[src/rtl/dcspi_pkg.sv]
package dcspi_pkg;
    typedef enum logic [2:0] {
        ST_IDLE,
        ST_LEAD,
        ST_HIGH,
        ST_LOW,
        ST_GAP,
        ST_TRAIL
    } fr_state_t;
endpackage

[src/rtl/dcspi_halfper.sv]
// Half-period timer: tick marks the last cycle of a phase of limit+1 cycles.
module dcspi_halfper #(
    parameter int DIV_W = 8
) (
    input  logic             clk,
    input  logic             rst_n,
    input  logic             restart,
    input  logic [DIV_W-1:0] limit,
    output logic             tick
);
    logic [DIV_W-1:0] cnt_q;

    assign tick = (cnt_q == '0);

    always_ff @(posedge clk or negedge rst_n) begin
        if (!rst_n)
            cnt_q <= '0;
        else if (restart || tick)
            cnt_q <= limit;
        else
            cnt_q <= cnt_q - 1'b1;
    end
endmodule

[src/rtl/dcspi_shifter.sv]
// MSB-first output shift register.
module dcspi_shifter #(
    parameter int BYTE_W = 8
) (
    input  logic              clk,
    input  logic              rst_n,
    input  logic              load,
    input  logic              shift,
    input  logic [BYTE_W-1:0] din,
    output logic              mosi
);
    logic [BYTE_W-1:0] sr_q;

    assign mosi = sr_q[BYTE_W-1];

    always_ff @(posedge clk or negedge rst_n) begin
        if (!rst_n)
            sr_q <= '0;
        else if (load)
            sr_q <= din;
        else if (shift)
            sr_q <= {sr_q[BYTE_W-2:0], 1'b0};
    end
endmodule

[src/rtl/dcspi_ctrl.sv]
// Framing state machine: decides CS, DC, SCLK and the handshake.
module dcspi_ctrl #(
    parameter int BYTE_W = 8
) (
    input  logic clk,
    input  logic rst_n,
    input  logic tick,
    input  logic in_valid,
    input  logic in_is_data,
    input  logic in_last,
    output logic in_ready,
    output logic load,
    output logic shift,
    output logic restart,
    output logic sclk,
    output logic cs_n,
    output logic dc
);
    import dcspi_pkg::*;

    localparam int CNT_W = (BYTE_W > 1) ? $clog2(BYTE_W) : 1;
    localparam logic [CNT_W-1:0] TOP_BIT = CNT_W'(BYTE_W - 1);

    fr_state_t        state_q, state_nx;
    logic [CNT_W-1:0] bits_left_q;
    logic             last_q;
    logic             accept;
    logic             byte_end;

    assign in_ready = (state_q == ST_IDLE) || ((state_q == ST_GAP) && in_is_data);
    assign accept   = in_valid && in_ready;
    assign byte_end = (state_q == ST_HIGH) && tick && (bits_left_q == '0);
    assign shift    = (state_q == ST_HIGH) && tick && (bits_left_q != '0);
    assign load     = accept;
    assign restart  = (state_nx != state_q);

    // next-state logic
    always_comb begin
        state_nx = state_q;
        unique case (state_q)
            ST_IDLE:  if (accept) state_nx = ST_LEAD;
            ST_LEAD:  if (tick) state_nx = ST_HIGH;
            ST_HIGH:  begin
                if (byte_end)  state_nx = last_q ? ST_TRAIL : ST_GAP;
                else if (tick) state_nx = ST_LOW;
            end
            ST_LOW:   if (tick) state_nx = ST_HIGH;
            ST_GAP:   begin
                if (accept)                       state_nx = ST_LOW;
                else if (in_valid && !in_is_data) state_nx = ST_TRAIL;
            end
            ST_TRAIL: if (tick) state_nx = ST_IDLE;
            default:  state_nx = ST_IDLE;
        endcase
    end

    // state register with byte bookkeeping
    always_ff @(posedge clk or negedge rst_n) begin
        if (!rst_n) begin
            state_q     <= ST_IDLE;
            bits_left_q <= '0;
            last_q      <= 1'b0;
        end else begin
            state_q <= state_nx;
            if (accept) begin
                bits_left_q <= TOP_BIT;
                last_q      <= in_last || !in_is_data;
            end else if (shift) begin
                bits_left_q <= bits_left_q - 1'b1;
            end
        end
    end

    // registered link outputs, decoded from the next state
    always_ff @(posedge clk or negedge rst_n) begin
        if (!rst_n) begin
            sclk <= 1'b0;
            cs_n <= 1'b1;
            dc   <= 1'b1;
        end else begin
            sclk <= (state_nx == ST_HIGH);
            cs_n <= (state_nx == ST_IDLE);
            if (state_nx == ST_IDLE)
                dc <= 1'b1;
            else if (accept && (state_q == ST_IDLE))
                dc <= in_is_data;
        end
    end
endmodule

[src/rtl/dcspi_framer.sv]
module dcspi_framer #(
    parameter int BYTE_W = 8,
    parameter int DIV_W  = 8
) (
    input  logic              clk,
    input  logic              rst_n,
    input  logic [DIV_W-1:0]  cfg_half_div,
    input  logic              in_valid,
    output logic              in_ready,
    input  logic [BYTE_W-1:0] in_data,
    input  logic              in_is_data,
    input  logic              in_last,
    output logic              spi_sclk,
    output logic              spi_mosi,
    output logic              spi_cs_n,
    output logic              spi_dc
);
    logic tick, restart, load, shift;

    dcspi_halfper #(.DIV_W(DIV_W)) u_timer (
        .clk     (clk),
        .rst_n   (rst_n),
        .restart (restart),
        .limit   (cfg_half_div),
        .tick    (tick)
    );

    dcspi_shifter #(.BYTE_W(BYTE_W)) u_shift (
        .clk   (clk),
        .rst_n (rst_n),
        .load  (load),
        .shift (shift),
        .din   (in_data),
        .mosi  (spi_mosi)
    );

    dcspi_ctrl #(.BYTE_W(BYTE_W)) u_ctrl (
        .clk        (clk),
        .rst_n      (rst_n),
        .tick       (tick),
        .in_valid   (in_valid),
        .in_is_data (in_is_data),
        .in_last    (in_last),
        .in_ready   (in_ready),
        .load       (load),
        .shift      (shift),
        .restart    (restart),
        .sclk       (spi_sclk),
        .cs_n       (spi_cs_n),
        .dc         (spi_dc)
    );
endmodule

[config.mk]
export PLATFORM = sky130hd
export DESIGN_NAME = dcspi_framer
export DESIGN_NICKNAME = d
export VERILOG_FILES = /design/src/rtl/dcspi_pkg.sv /design/src/rtl/dcspi_halfper.sv /design/src/rtl/dcspi_shifter.sv /design/src/rtl/dcspi_ctrl.sv /design/src/rtl/dcspi_framer.sv
export SDC_FILE = /design/constraint.sdc
export NUM_CORES = 1
export LEC_CHECK = 0
export BUFFER_PORTS_ARGS = -buffer_cell sky130_fd_sc_hd__buf_4
export CAP_MARGIN = 20
export CORE_MARGIN = 2
export CORE_UTILIZATION = 48
export DETAILED_ROUTE_END_ITERATION = 12
export PLACE_DENSITY = 0.74
export SKIP_CTS_REPAIR_TIMING = 1
export SLEW_MARGIN = 20
export SYNTH_ARGS = -nofsm -noshare
export SYNTH_HDL_FRONTEND = slang
export SYNTH_SLANG_ARGS = --single-unit
[constraint.sdc]
create_clock -name clk -period 2.4 [get_ports clk]
set_clock_uncertainty 0.1 [all_clocks]
set_input_delay 0.24 -clock clk [delete_from_list [all_inputs] [get_ports clk]]
set_output_delay 0.24 -clock clk [all_outputs]
set_load 0.005 [all_outputs]
## Yosys cells after proc, flatten, opt, wreduce, memory -nomap -nowiden

Cells that the tools add are included.

| word-level totals | value |
|---|---|
| register bits | 26 |
| bits of input ports | 21 |
| output and inout bits | 5 |
| word-level logic and storage cells | 52 |

| operators by class | value |
|---|---|
| add/sub/neg operators | 2 |
| eq/ne operators | 7 |
| muxes and demuxes | 16 |
| reductions and logical operators | 19 |

Operator list:

| kind | number |
|---|---|
| $mux 3 | 9 |
| $mux 8 | 3 |
| $pmux 3 s5 | 1 |
| $eq 3x2->1 const B | 3 |
| $logic_not 3->1 | 3 |
| $logic_not 8->1 | 1 |
| $sub 8x1->8 const B | 1 |
| $logic_and 1x1->1 | 7 |
| $eq 3x3->1 const B | 2 |
| $reduce_bool 2->1 | 2 |
| $eq 3x1->1 const B | 1 |
| $logic_or 1x1->1 | 3 |
| $mux 1 | 3 |
| $ne 3x3->1 | 1 |
| $reduce_bool 3->1 | 1 |
| $sub 3x1->3 const B | 1 |
| $reduce_or 2->1 | 1 |
| $logic_not 1->1 | 1 |

## Depth between registers and ports, before layout

| depth | value |
|---|---|
| word-level depth | 9 |
| gate-level depth with buffers | 8 |
| mapped depth without buffers | 6 |

## Modules after synthesis

Synthesis repeated with hierarchy kept, for this count alone.

| unflattened totals | value |
|---|---|
| cell total of the unflattened synthesis | 149 |
| area total of the unflattened synthesis | 1516.5 um2 |

By module, submodules not included:

| module | times used | cells an instance | area an instance (um2) |
|---|---|---|---|
| dcspi_ctrl | 1 | 71 | 641.9 |
| dcspi_halfper | 1 | 44 | 505.5 |
| dcspi_shifter | 1 | 34 | 369.1 |

## Worst setup path after synthesis

Ideal clock, no wire load.

| timing path | value |
|---|---|
| path kind | reg2reg |
| start | register u_timer.cnt_q[0] |
| end | register u_shift.sr_q[3] |
| library setup time | 0.130 ns |
| arrival time | 2.067 ns |
| required time | 2.170 ns |
| slack | 0.103 ns |
| stages on the path, launching flop included | 9 |
| buffers on the path | 2 |
| clock period less this slack | 2.297 ns |
| cell sequence | dfrtp_1 -> inv_1 -> ha_1 -> or4b_1 -> buf_6 -> nor4b_4 -> buf_6 -> mux2i_1 -> o21ai_2 |

| on the way | value |
|---|---|
| cells in the longest elaborated chain, start to end | 4 |

Ends and longest elaborated chain:

| what | RTL line | text |
|---|---|---|
| start: declaration | dcspi_halfper.sv:11 | `logic [DIV_W-1:0] cnt_q;` |
| start signal: assignment | dcspi_halfper.sv:19 | `cnt_q <= limit;` |
| start signal: assignment | dcspi_halfper.sv:21 | `cnt_q <= cnt_q - 1'b1;` |
| $logic_not 8->1 | dcspi_halfper.sv:13 | `assign tick = (cnt_q == '0);` |
| $logic_and 1x1->1 (2 in series) | dcspi_ctrl.sv:33 | `assign shift = (state_q == ST_HIGH) && tick && (bits_left_q != '0);` |
| $reduce_bool 2->1 (no line) | -- |  |
| end signal: assignment | dcspi_shifter.sv:20 | `sr_q <= din;` |
| end signal: assignment | dcspi_shifter.sv:22 | `sr_q <= {sr_q[BYTE_W-2:0], 1'b0};` |
| end: declaration | dcspi_shifter.sv:12 | `logic [BYTE_W-1:0] sr_q;` |

No other way between the ends.
A chain may end at the register's enable or synchronous reset.

## Worst setup path in the final report

| timing path | value |
|---|---|
| start | register u_timer.cnt_q[0] |
| end | register u_ctrl.dc |

| on the way | value |
|---|---|
| cells in the longest elaborated chain, start to end | 7 |
| elaborated cells on any way between the ends | 11 |

Ends and longest elaborated chain:

| what | RTL line | text |
|---|---|---|
| $logic_not 8->1 (*) | dcspi_halfper.sv:13 |  |
| $logic_and 1x1->1 (2 in series) | dcspi_ctrl.sv:32 | `assign byte_end = (state_q == ST_HIGH) && tick && (bits_left_q == '0);` |
| $mux 3 | dcspi_ctrl.sv:44 | `if (byte_end) state_nx = last_q ? ST_TRAIL : ST_GAP;` |
| $pmux 3 s5 (*) | dcspi_ctrl.sv:40 | `unique case (state_q)` |
| named net u_ctrl.state_nx[0] | dcspi_ctrl.sv:24 | `fr_state_t state_q, state_nx;` |
| $logic_not 3->1 (*) | dcspi_ctrl.sv:83 | `if (state_nx == ST_IDLE)` |
| $mux 1 / $reduce_bool 2->1 (equally long branches) | -- |  |
| end signal: assignment | dcspi_ctrl.sv:86 | `dc <= in_is_data;` |
| end: declaration | dcspi_ctrl.sv:17 | `output logic dc` |

Mark *: on every way through the listed nets, which the timed path passes. The rest lies on a longest branch.

==> flow_summary_export.csv <==
group,metric,value,unit
floorplanning,io-pin-count,26,
synthesis,async_flop_share,100,%
synthesis,synth_edf_count,0,
power,leakage,0.739,nW
power,power_per_cell_area,906,nW/um2
clock_network,clk_latency,310,ps
routing,drt_iter0_markers,11,
hold_path,hold_depth,3,
floorplanning,die_w,56.9,um
timing,setup_viol,0,
timing,tightest_slew,396,ps
synthesis,yosysSeqAreaShare,48.6,%
final_layout,nFillCells,246,
synthesis,synthFlopType,"dfrtp_1",
floorplanning,die_h,56.9,um
final_layout,antennaDiodeCount,0,
routing,ant_nets,0,
place,routabilityCongestion,0.771,
timing,hold_viol_final,0,
synthesis,yosysWarnings,0,
clock_network,clk_path_buf_depth,2,
timing,timing.final.ws_setup,101,ps
floorplanning,start_util,49.5,%
setup_path,crit_chain,"inv_1 > ha_1 > or4b_1 > buf_4 > o211ai_1 > o311ai_2 > o31ai_1",
clock_network,numCtsBuffers,3,
global_route,antenna_found_initial,0,
timing,fmax,435,MHz
place,dp_cells,183,
setup_path,r2r-start,"u_timer.cnt_q[0]",
global_route,grt_pass1_wl,4170,um
hold_path,hold_start,"cfg_half_div[5]",
setup_path,crit_type,"register to register",
synthesis,synth.lib_cells_used.distinct,44,
floorplanning,coreArea,2710,um2
setup_path,startpoint_type,"register",
synthesis,yosys.area.top_type,"dfrtp_1",
final_layout,final_cells,188,
timing,slew_violations,0,
global_route,grt_max_degree,27,
global_route,grt_pass1_vias,1014,
synthesis,netlist_area,1340,um2
timing,slew-limit-headroom,73.5,%
place,dp_hpwl,1850,um
final_layout,syn_to_final_growth,23.2,%
place,post-place-ws,49.1,ps
clock_network,numClockSinks,26,
setup_path,critPathSlowestCell,"or4b_1",
synthesis,yosysMostFrequentCell,"dfrtp_1",
clock_network,h-tree-depth,1,
routing,vias,1040,
hold_path,holdPathEnd,"u_timer.cnt_q[5]",
setup_path,r2r_setup_slack,100,ps
synthesis,ys_top_cells_by_area,"dfrtp_1, dfstp_2, nand2_1, a21o_1, ha_1",
place,portBuffers,25,
synthesis,ys_ff_latch,26,
global_route,grt_overflow,0,
timing,finalCritPeriodShare,95.8,%
clock_network,cts-root-buf,"clkbuf_4",
routing,viasPerCell,5.53,
setup_path,crit_required,2540,ps
floorplanning,rows,19,
hold_path,hp-class,"primary input to register",
routing,drcViolationCount,0,
final_layout,nets,182,
routing,routed_wirelength,2510,um
setup_path,critPathCaptureType,"register",
synthesis,synth_commonest_cells,"dfrtp_1, nand2_1, inv_1",
clock_network,tritoncts,"built",
synthesis,syn_nets,151,
run_status,status,"finished clean",
setup_path,crit_fanout,6,
setup_path,r2r_end,"u_ctrl.dc",
run,drv_cap,0,
synthesis,avgSynthCellArea,10.6,um2
global_route,grt_usage,15.9,%
timing,period_needed,2300,ps
setup_path,reg2reg_depth,7,
clock_network,clk_pin_slew_worst_paths,130,ps
routing,wl_per_cell,13.3,um
power,ir_drop,0.000762,V
setup_path,cpPeakStageDelay,530,ps
synthesis,syn-instance-count,127,
final_layout,drive_above_1_share,29.9,%
floorplanning,die_area,3240,um2
synthesis,yosysTopAreaCellShare,44.7,%
routing,drt_pre_antenna_iters,4,
setup_path,arrival,2440,ps
-- worst max-delay path by stage --
stage | startpoint | end | slack, ps | depth (start not counted)
floorplan | u_timer.cnt_q[0] | u_shift.sr_q[3] | 100 | 8
global placement | u_timer.cnt_q[0] | u_ctrl.sclk | 200 | 7
detailed placement | u_timer.cnt_q[0] | u_ctrl.sclk | 50 | 7
CTS | u_timer.cnt_q[0] | u_ctrl.sclk | 20 | 7
global route | u_timer.cnt_q[1] | u_ctrl.cs_n | -20 | 7
finish | u_timer.cnt_q[0] | u_ctrl.dc | 100 | 7
-- cell type report --
| cell class | instances | area [um2] | area share [%] |
|---|---|---|---|
| clock buffer | 4 | 36.3 | 2.19 |
| inverter | 9 | 33.8 | 2.04 |
| multi-input combinational | 87 | 632 | 38.2 |
| sequential | 26 | 653 | 39.5 |
| tap | 31 | 38.8 | 2.34 |
| timing repair buffer | 31 | 260 | 15.7 |
-- registers in the layout, indices dropped and copies added, names as in the netlist --
register and cells:
u_ctrl.last_q 1, u_ctrl.sclk 1, u_shift.sr_q 8, u_ctrl.bits_left_q 3
u_timer.cnt_q 8, u_ctrl.cs_n 1, u_ctrl.state_q 3, u_ctrl.dc 1
-- cell families (layout without fill, tap and decap cells) --
kind of cell,after synthesis,in the layout,share of synthesized area [%]
xor gates and xnor gates,4,4,2.61
AOI/OAI and AO/OA,38,38,21.5
DFF,26,26,48.6
buffers and inverters,14,44,5.13
and+or+nand+nor,39,39,17.1
muxes,3,3,2.24
adders and majority gates,3,3,2.80
-- report_power, final --
part           switching (W)  total, W  leakage, nW  internal [W]
Combinational       0.000248  0.000522        0.418      0.000274
Sequential          0.000136  0.000761        0.300      0.000626
Clock               0.000123  0.000215       0.0210     0.0000926
-- cells in the final DEF, fill, tap and decap left out, drive strengths merged, types with 4 or more instances in the layout --
cell type  netlist  routed
inv              9       9
o31ai            4       4
dfrtp           24      24
xnor2            4       4
nand2           12      12
nor2             5       5
o21ai            9       9
clkbuf           2       4
a21o             5       5
a21oi            5       5
nor3             7       7
buf              3      30
-- critical path, delay by kind of cell, from the launching register on --
| family | cells | cell delay [ps] |
|---|---|---|
| buf+inv | 2 | 270 |
| simple gates | 1 | 530 |
| compound gates | 3 | 700 |
| flops | 1 | 440 |
| fa+ha+maj | 1 | 180 |
-- layer usage --
layer / global-route usage (%) / part of all wire (%) / up-vias
li1: - / - / 518
met1: 20.7 / 46 / 503
met2: 27.8 / 50 / 19
met3: 2.76 / 3.6 / 0
met4: 3.32 / 0 / 0
met5: 0 / 0 / -
-- per-stage QoR --
stage                     cell area, um2  power (W)  util [%]  hold WS (ps)  setup TNS (ps)
final                               1650    0.00150      61.0          13.8               0
after global placement              1600    0.00125      58.9          60.4               0
after global routing                1650    0.00162      61.0          7.96           -29.9
after detailed placement            1600    0.00129      58.9          69.7               0
after floorplan                     1340    0.00112         -          -156               0
after CTS                           1630    0.00151      60.2          -298               0
No activity file was read; power rests on OpenSTA's default activity.
